<file path="src/rtl/gpio_mux_port.sv">
module gpio_mux_port #(
  parameter int          AW       = 16,
  parameter logic [15:0] DDR_ADDR = 16'hFE80,
  parameter logic [15:0] DR_ADDR  = 16'hFE82,
  parameter logic [15:0] SYS_ADDR = 16'hFEFC,
  parameter logic [7:0]  SYS_RST  = 8'h87
) (
  input  logic          clk,
  input  logic          rst_n,
  input  logic          expanded,
  input  logic [AW-1:0] addr,
  input  logic          wr_en,
  input  logic          rd_en,
  input  logic [7:0]    wdata,
  output logic [7:0]    rdata,
  input  logic          tmr_en,
  input  logic          tmr_val,
  input  logic          back_val,
  input  logic          eclk_en,
  input  logic          eclk_val,
  input  logic          strb_en,
  input  logic          strb_val,
  input  logic [7:0]    pad_in,
  output logic [7:0]    pad_oe,
  output logic [7:0]    pad_out,
  output logic          irq1,
  output logic          irq0,
  output logic          conv_trig,
  output logic          wait_req,
  output logic          bus_req
);

  logic [7:2] dir_q, lat_q;
  logic [7:0] sys_q;

  wire hit_dir = (addr == AW'(DDR_ADDR));
  wire hit_dat = (addr == AW'(DR_ADDR));
  wire hit_sys = (addr == AW'(SYS_ADDR));

  always_ff @(posedge clk or negedge rst_n) begin
    if (!rst_n) begin
      dir_q <= '0;
      lat_q <= '0;
      sys_q <= SYS_RST;
    end else if (wr_en) begin
      if (hit_dir) dir_q <= wdata[7:2];
      if (hit_dat) lat_q <= wdata[7:2];
      if (hit_sys) sys_q <= wdata;
    end
  end

  always_comb begin
    pad_oe  = {dir_q, 2'b00};
    pad_out = {lat_q, 2'b00};
    if (tmr_en) begin
      pad_oe[7]  = 1'b1;
      pad_out[7] = tmr_val;
    end
    if (expanded) begin
      pad_oe[2]  = 1'b1;
      pad_out[2] = back_val;
    end
    pad_oe[1]  = eclk_en;
    pad_out[1] = eclk_val;
    pad_oe[0]  = strb_en;
    pad_out[0] = strb_val;
  end

  always_comb begin
    rdata = 8'h00;
    if (rd_en) begin
      if (hit_dir)      rdata = 8'hFF;
      else if (hit_dat) rdata = {(dir_q & lat_q) | (~dir_q & pad_in[7:2]), pad_in[1:0]};
      else if (hit_sys) rdata = sys_q;
    end
  end

  assign irq1      = pad_in[6];
  assign conv_trig = pad_in[6];
  assign irq0      = pad_in[5];
  assign wait_req  = expanded & pad_in[4];
  assign bus_req   = expanded & pad_in[3];

endmodule


</file>
<file path="config.mk">
export PLATFORM = sky130hd
export DESIGN_NAME = gpio_mux_port
export DESIGN_NICKNAME = d
export VERILOG_FILES = /design/src/rtl/gpio_mux_port.sv
export SDC_FILE = /design/constraint.sdc
export NUM_CORES = 1
export LEC_CHECK = 0
export ABC_AREA = 1
export BUFFER_PORTS_ARGS = -buffer_cell sky130_fd_sc_hd__buf_2
export CELL_PAD_IN_SITES_DETAIL_PLACEMENT = 0
export CELL_PAD_IN_SITES_GLOBAL_PLACEMENT = 1
export CORE_ASPECT_RATIO = 0.9
export CORE_UTILIZATION = 30
export DETAILED_ROUTE_END_ITERATION = 8
export MAX_ROUTING_LAYER = met4
export PLACE_DENSITY = 0.85
export SLEW_MARGIN = 20
export SYNTH_ARGS = -nofsm -noshare
export SYNTH_HDL_FRONTEND = slang
export SYNTH_SLANG_ARGS = --single-unit
</file>
<file path="constraint.sdc">
create_clock -name clk -period 1.55 [get_ports clk]
set_clock_uncertainty 0.2 [all_clocks]
set_input_delay 0.155 -clock clk [delete_from_list [all_inputs] [get_ports clk]]
set_output_delay 0.155 -clock clk [all_outputs]
set_load 0.02 [all_outputs]
</file>
Yosys cells after proc, flatten, opt, wreduce, memory -nomap -nowiden
Index checks and enable logic that the tools add are counted.

operators by class
  add/subtract/negate cells = 0
  multiply operators = 0
  div/mod/pow operators = 0
  $lt $le $gt $ge = 0
  equality and inequality tests = 3
  shift operators = 0
  mux-type cells = 8
  bitwise operators = 6
  reduce and logical (&&, ||, !) cells = 3

operators with widths
  kind                                    number
  16-bit == test (second input constant)  3
  8-bit 2-to-1 mux                        4
  6-bit AND                               2
  6-bit NOT                               1
  6-bit bitwise OR                        1
  2-bit AND reduction                     3
  1-bit 2-to-1 mux                        4
  1-bit AND                               2

storage, ports and cells
  flip-flop bits (word level) = 20
  latch bits = 0
  bits in writable memories = 0
  memory bits (read-only) = 0
  input port bits = 44
  logic and storage cells = 23
  memories kept = 0

Logic depth before layout (Yosys ltp)
  depth in word-level cells = 6
  mapped depth = 10
  mapped depth without buffers = 9

Worst setup path after synthesis
OpenSTA, ideal clock, no wires.

  path kind = input -> output
  from = input addr[8]
  to = output rdata[6]
  arrival = 1.100 ns
  data required time = 1.195 ns
  slack = 0.095 ns
  cell stages on the path = 10
  path buffers = 1
  path through = inv_1 > nand2_1 > nor2_1 > nand2_1 > inv_2 > buf_4 > nand2_2 > nand2_1 > nor2_1 > nor2_1

on the way
  cells in the longest elaborated chain, start to end = 5
  elaborated cells between the ends (all ways) = 7
  those cells by class = eq/ne (3); mux (4)

RTL lines
  what                line  source
  from (decl)         11    input logic [AW-1:0] addr,
  16-bit == test      38    wire hit_sys = (addr == AW'(SYS_ADDR));
  8-bit 2-to-1 mux    74    else if (hit_sys) rdata = sys_q;
  8-bit 2-to-1 mux    73    else if (hit_dat) rdata = {(dir_q & lat_q) | (~dir_q & pad_in[7:2]), pad_in[1:0]};
  8-bit 2-to-1 mux *  72    if (hit_dir) rdata = 8'hFF;
  8-bit 2-to-1 mux *  71    if (rd_en) begin
  to (decl)           15    output logic [7:0] rdata,

Every way passes the cells marked *; elsewhere a longest branch is shown, timed or not.

Worst setup path after layout
  from = register dir_q[6] (netlist name)
  to = output rdata[6]

on the way
  cells in the longest elaborated chain, start to end = 6
  elaborated cells between the ends (all ways) = 7
  those cells by class = mux (3); bitwise (4)

RTL lines
  what                    line  source
  from (decl)             33    logic [7:2] dir_q, lat_q;
  from (signal assigned)  46    if (hit_dir) dir_q <= wdata[7:2];
  6-bit NOT               73
  6-bit AND               73
  6-bit bitwise OR *      73
  8-bit 2-to-1 mux *      73
  8-bit 2-to-1 mux *      72
  8-bit 2-to-1 mux *      71

Marked as above.

==> results.rst <==
.. list-table::
   :header-rows: 1

   * - Metric
     - Value
   * - RSZ-0062 raised after global routing
     - true
   * - Violations in the final reports
     - negative setup slack
   * - Iteration-0 DRC count of the detailed router
     - 47
   * - Leakage power figure
     - 1.14 nW
   * - Final min period
     - 1.60 ns
   * - Final antenna diode count
     - 0
   * - Most crowded layer after global routing
     - met2
   * - Slew at the pin closest to its max-slew limit
     - approximately 0.44 ns
   * - Length of the first detailed-routing pass in iterations
     - 4
   * - Share of the core filled with cells in the final layout
     - 46.8%
   * - Maximum number of pins on one net before global-route repair
     - 21
   * - Clock root buffer master
     - clkbuf_8
   * - Maximum vdd drop
     - 0.473 mV
   * - Result of the run
     - finished with violations
   * - Mean routed wirelength per cell
     - 11.0 um
   * - FFs w/ async S/R, synth
     - 100%
   * - Biggest area consumer among synthesized cells
     - dfrtp_1
   * - Crit Path Class
     - reg2out
   * - Sequential cell area fraction in the yosys report
     - 36.0%
   * - Max FO, Critical Path
     - 4
   * - Most frequent cell after synthesis
     - nand2_1
   * - Global placement routability congestion
     - roughly 0.8
   * - Avg Cell Area, Syn
     - 6.98 sq um
   * - Maximum clock frequency
     - 624 MHz
   * - Detailed placer's ending HPWL
     - 2480 um
   * - Fin worst setup slack
     - -0.0537 ns
   * - Post-place setup slack
     - -0.0638 ns
   * - Worst setup EP type
     - primary output
   * - Multi-input logic area
     - 736 sq um
   * - Layout net count
     - between 300 and 400
   * - Setup violators final
     - 4
   * - Critical register-to-register path startpoint
     - dir_q[4]
   * - Critical Path Start
     - dir_q[6]
   * - Clock transition at the registers of the reported paths
     - approximately 0.07 ns
   * - Number of enable-type register cells in the synthesized netlist
     - 0
   * - Count of H-tree levels built during CTS
     - 1
   * - Fraction of power consumed by sequential logic
     - 47.3%
   * - Cell area after synthesis
     - 1400 sq um
   * - Insertion delay of the later-clocked pin in the worst-skew pair
     - 0.25 ns
   * - Share of the clock period used by the worst path
     - 103%
   * - Post-detailed-route via-to-cell ratio
     - 4.28
   * - Class of the tightest hold or removal check
     - in2reg
   * - Global routing usage summed across all routing layers
     - between 15 and 20%
   * - Total Routed Length
     - about 3700 um
   * - Via count of the first global-routing pass
     - 1304
   * - P_int
     - 0.000832 W
   * - Congestion Overflow GR
     - 0
   * - TritonCTS clock tree
     - built
   * - Worst slew margin
     - 70.7%
   * - Post-route ant nets
     - 0
   * - Source of the worst hold timing path
     - wdata[3]
   * - Die width
     - 74.1 um
   * - Final hold violations
     - 0
   * - Die H
     - 66.9 um
   * - Sw Pwr
     - 0.000272 W
   * - Clock network power share
     - 36.2%
   * - Leading cell types by count after synthesis
     - nand2_1, inv_1, nand3_1, buf_4, dfrtp_1
   * - Number of antenna violations at the first check in global routing
     - 0
   * - Worst Setup Start Kind
     - register
   * - Placed insts
     - between 300 and 400
   * - Synthesized net count
     - 245
   * - Met3 Resource Use GR
     - 3.63%
   * - GR Layer Usage met2
     - 24.8%
   * - Top area cells in the synthesized netlist
     - dfrtp_1, nand2_1, buf_4
   * - Routing usage on met1
     - roughly a fifth
   * - Number of distinct standard cells referenced by the synthesized netlist
     - 20
   * - Via total after detailed routing
     - 1430
   * - Die area
     - 4960 sq um
   * - Area Overhead vs Synth
     - 48.8%
   * - Final max-slew violation count
     - 0
   * - Ratio of cells with drive above 1 in the final layout
     - 48.2%
   * - Share of the synthesized area in the top cell type
     - 28.5%
   * - First-pass GRT wire length
     - 5800 um
   * - Area taken by flip-flops and latches
     - 505 sq um
   * - Remaining DRCs
     - 0
   * - Filler instances
     - 466
   * - Data required time of the critical path
     - around 1.2 ns
   * - # Max-Cap Violations
     - 0
   * - Number of buffers inserted during clock tree synthesis
     - 3
   * - Gate power share
     - 16.5%
   * - Switching share of power
     - 24.6%
   * - Top-level I/O count
     - 73
   * - Core area
     - 4460 sq um
   * - Buffers from clock root to sink, at most
     - 2
   * - Yosys synthesis warning count
     - 0
   * - Critical path arrival
     - 1.25 ns
   * - Clock net sink count
     - 20
   * - Number of synthesized register bits
     - 20
   * - Starting density of the core
     - 31.5%
   * - Final standard cell count with taps included and fillers excluded
     - 334
   * - Power per Cell Area
     - 528 nW/um^2
   * - Number of placement rows
     - 23
   * - Primary FF master, synth
     - dfrtp_1
   * - Total design power
     - 0.00110 W
   * - Port bufs
     - 64
   * - Synthesized instance count
     - approximately 200
[layout make-up]
cell class | count | area share, %
well taps | 62 | 3.71
flip-flops and latches | 20 | 24.2
inverters | 32 | 6.11
multi-input cells | 130 | 35.2
repair buffers | 86 | 28.1
clock buffers | 4 | 2.63
[critical path, cell delays in order (launching register included)]
cell and delay, ns:
dfrtp_1 0.42, o21ai_2 0.14, nand3_1 0.09, nand2_1 0.06, nor2_1 0.04, nor2_1 0.10
buf_4 0.15
[worst paths after layout]
check	to	slack [ns]	cells past startpoint
setup / recovery	rdata[6]	-0.05	6
hold / removal	sys_q[3]	0.006	3
setup reg to reg	dir_q[4]	0.58	3
hold reg to reg	sys_q[0]	0.27	2
max in group asynchronous	sys_q[2]	0.63	2
min in group asynchronous	sys_q[5]	0.18	2
[registers in the layout (all words and copies together), names as in the netlist]
register and flops:
lat_q 6, sys_q 8, dir_q 6
[layout by cell type (no fill, tap or decap), types with 5 or more instances in the layout]
master,n
buf_2,53
dfrtp_1,16
nand3_1,17
nand2_1,50
nor2_2,5
dlygate4sd3_1,10
inv_2,6
nor2_1,9
nand2_2,7
nor2_4,7
buf_4,12
inv_1,25
o21ai_1,13
buf_6,10
o21ai_2,11
[power by group through the flow]
| stage | Sequential, W | Clock [W] | Combinational, W |
|---|---|---|---|
| floorplan | 0.000532 | 0 | 0.0000791 |
| global placement | 0.000532 | 0 | 0.000142 |
| detailed placement | 0.000532 | 0 | 0.000142 |
| CTS | 0.000522 | 0.000404 | 0.000165 |
| global route | 0.000522 | 0.000424 | 0.000201 |
| finish | 0.000522 | 0.000400 | 0.000182 |
[repair_timing]
| action | in CTS | in global routing |
|---|---|---|
| setup endpoints to repair | 8 | 11 |
| resized for setup | 31 | 29 |
| endpoints found under the hold margin | 30 | 0 |
| pin swaps | 13 | 16 |
| cloned | 2 | 0 |
| hold buffers | 10 | 0 |
| setup buffers | 5 | 2 |
[logic make-up (layout without fill, tap and decap cells)]
family | count (synthesis) | count (layout) | synth area share (%)
DFF | 20 | 20 | 36.0
and+or+nand+nor | 101 | 103 | 32.4
buffers and inverters | 53 | 122 | 19.5
AOI/OAI and AO/OA | 25 | 25 | 10.5
muxes | 2 | 2 | 1.60
[per-stage QoR]
step	area, sq um	setup TNS (ns)	hold slack (ns)
2_1_floorplan	1400	0	-0.341
3_3_place_gp	1700	-0.353	-0.0792
3_5_place_dp	1700	-0.627	-0.0750
4_1_cts	1980	-0.225	0.00680
5_1_grt	2090	-0.873	0.0178
6_report	2090	-0.161	0.00575
[metal layers]
| metal | vias to the layer above | share of wire, % | wire length (um) |
|---|---|---|---|
| met5 | - | 0 | 0 |
| met4 | 0 | 0.16 | 6 |
| li1 | 753 | - | - |
| met2 | 44 | 46 | 1690 |
| met1 | 631 | 48 | 1770 |
| met3 | 2 | 5.5 | 203 |
No activity file was read; power rests on OpenSTA's default activity.
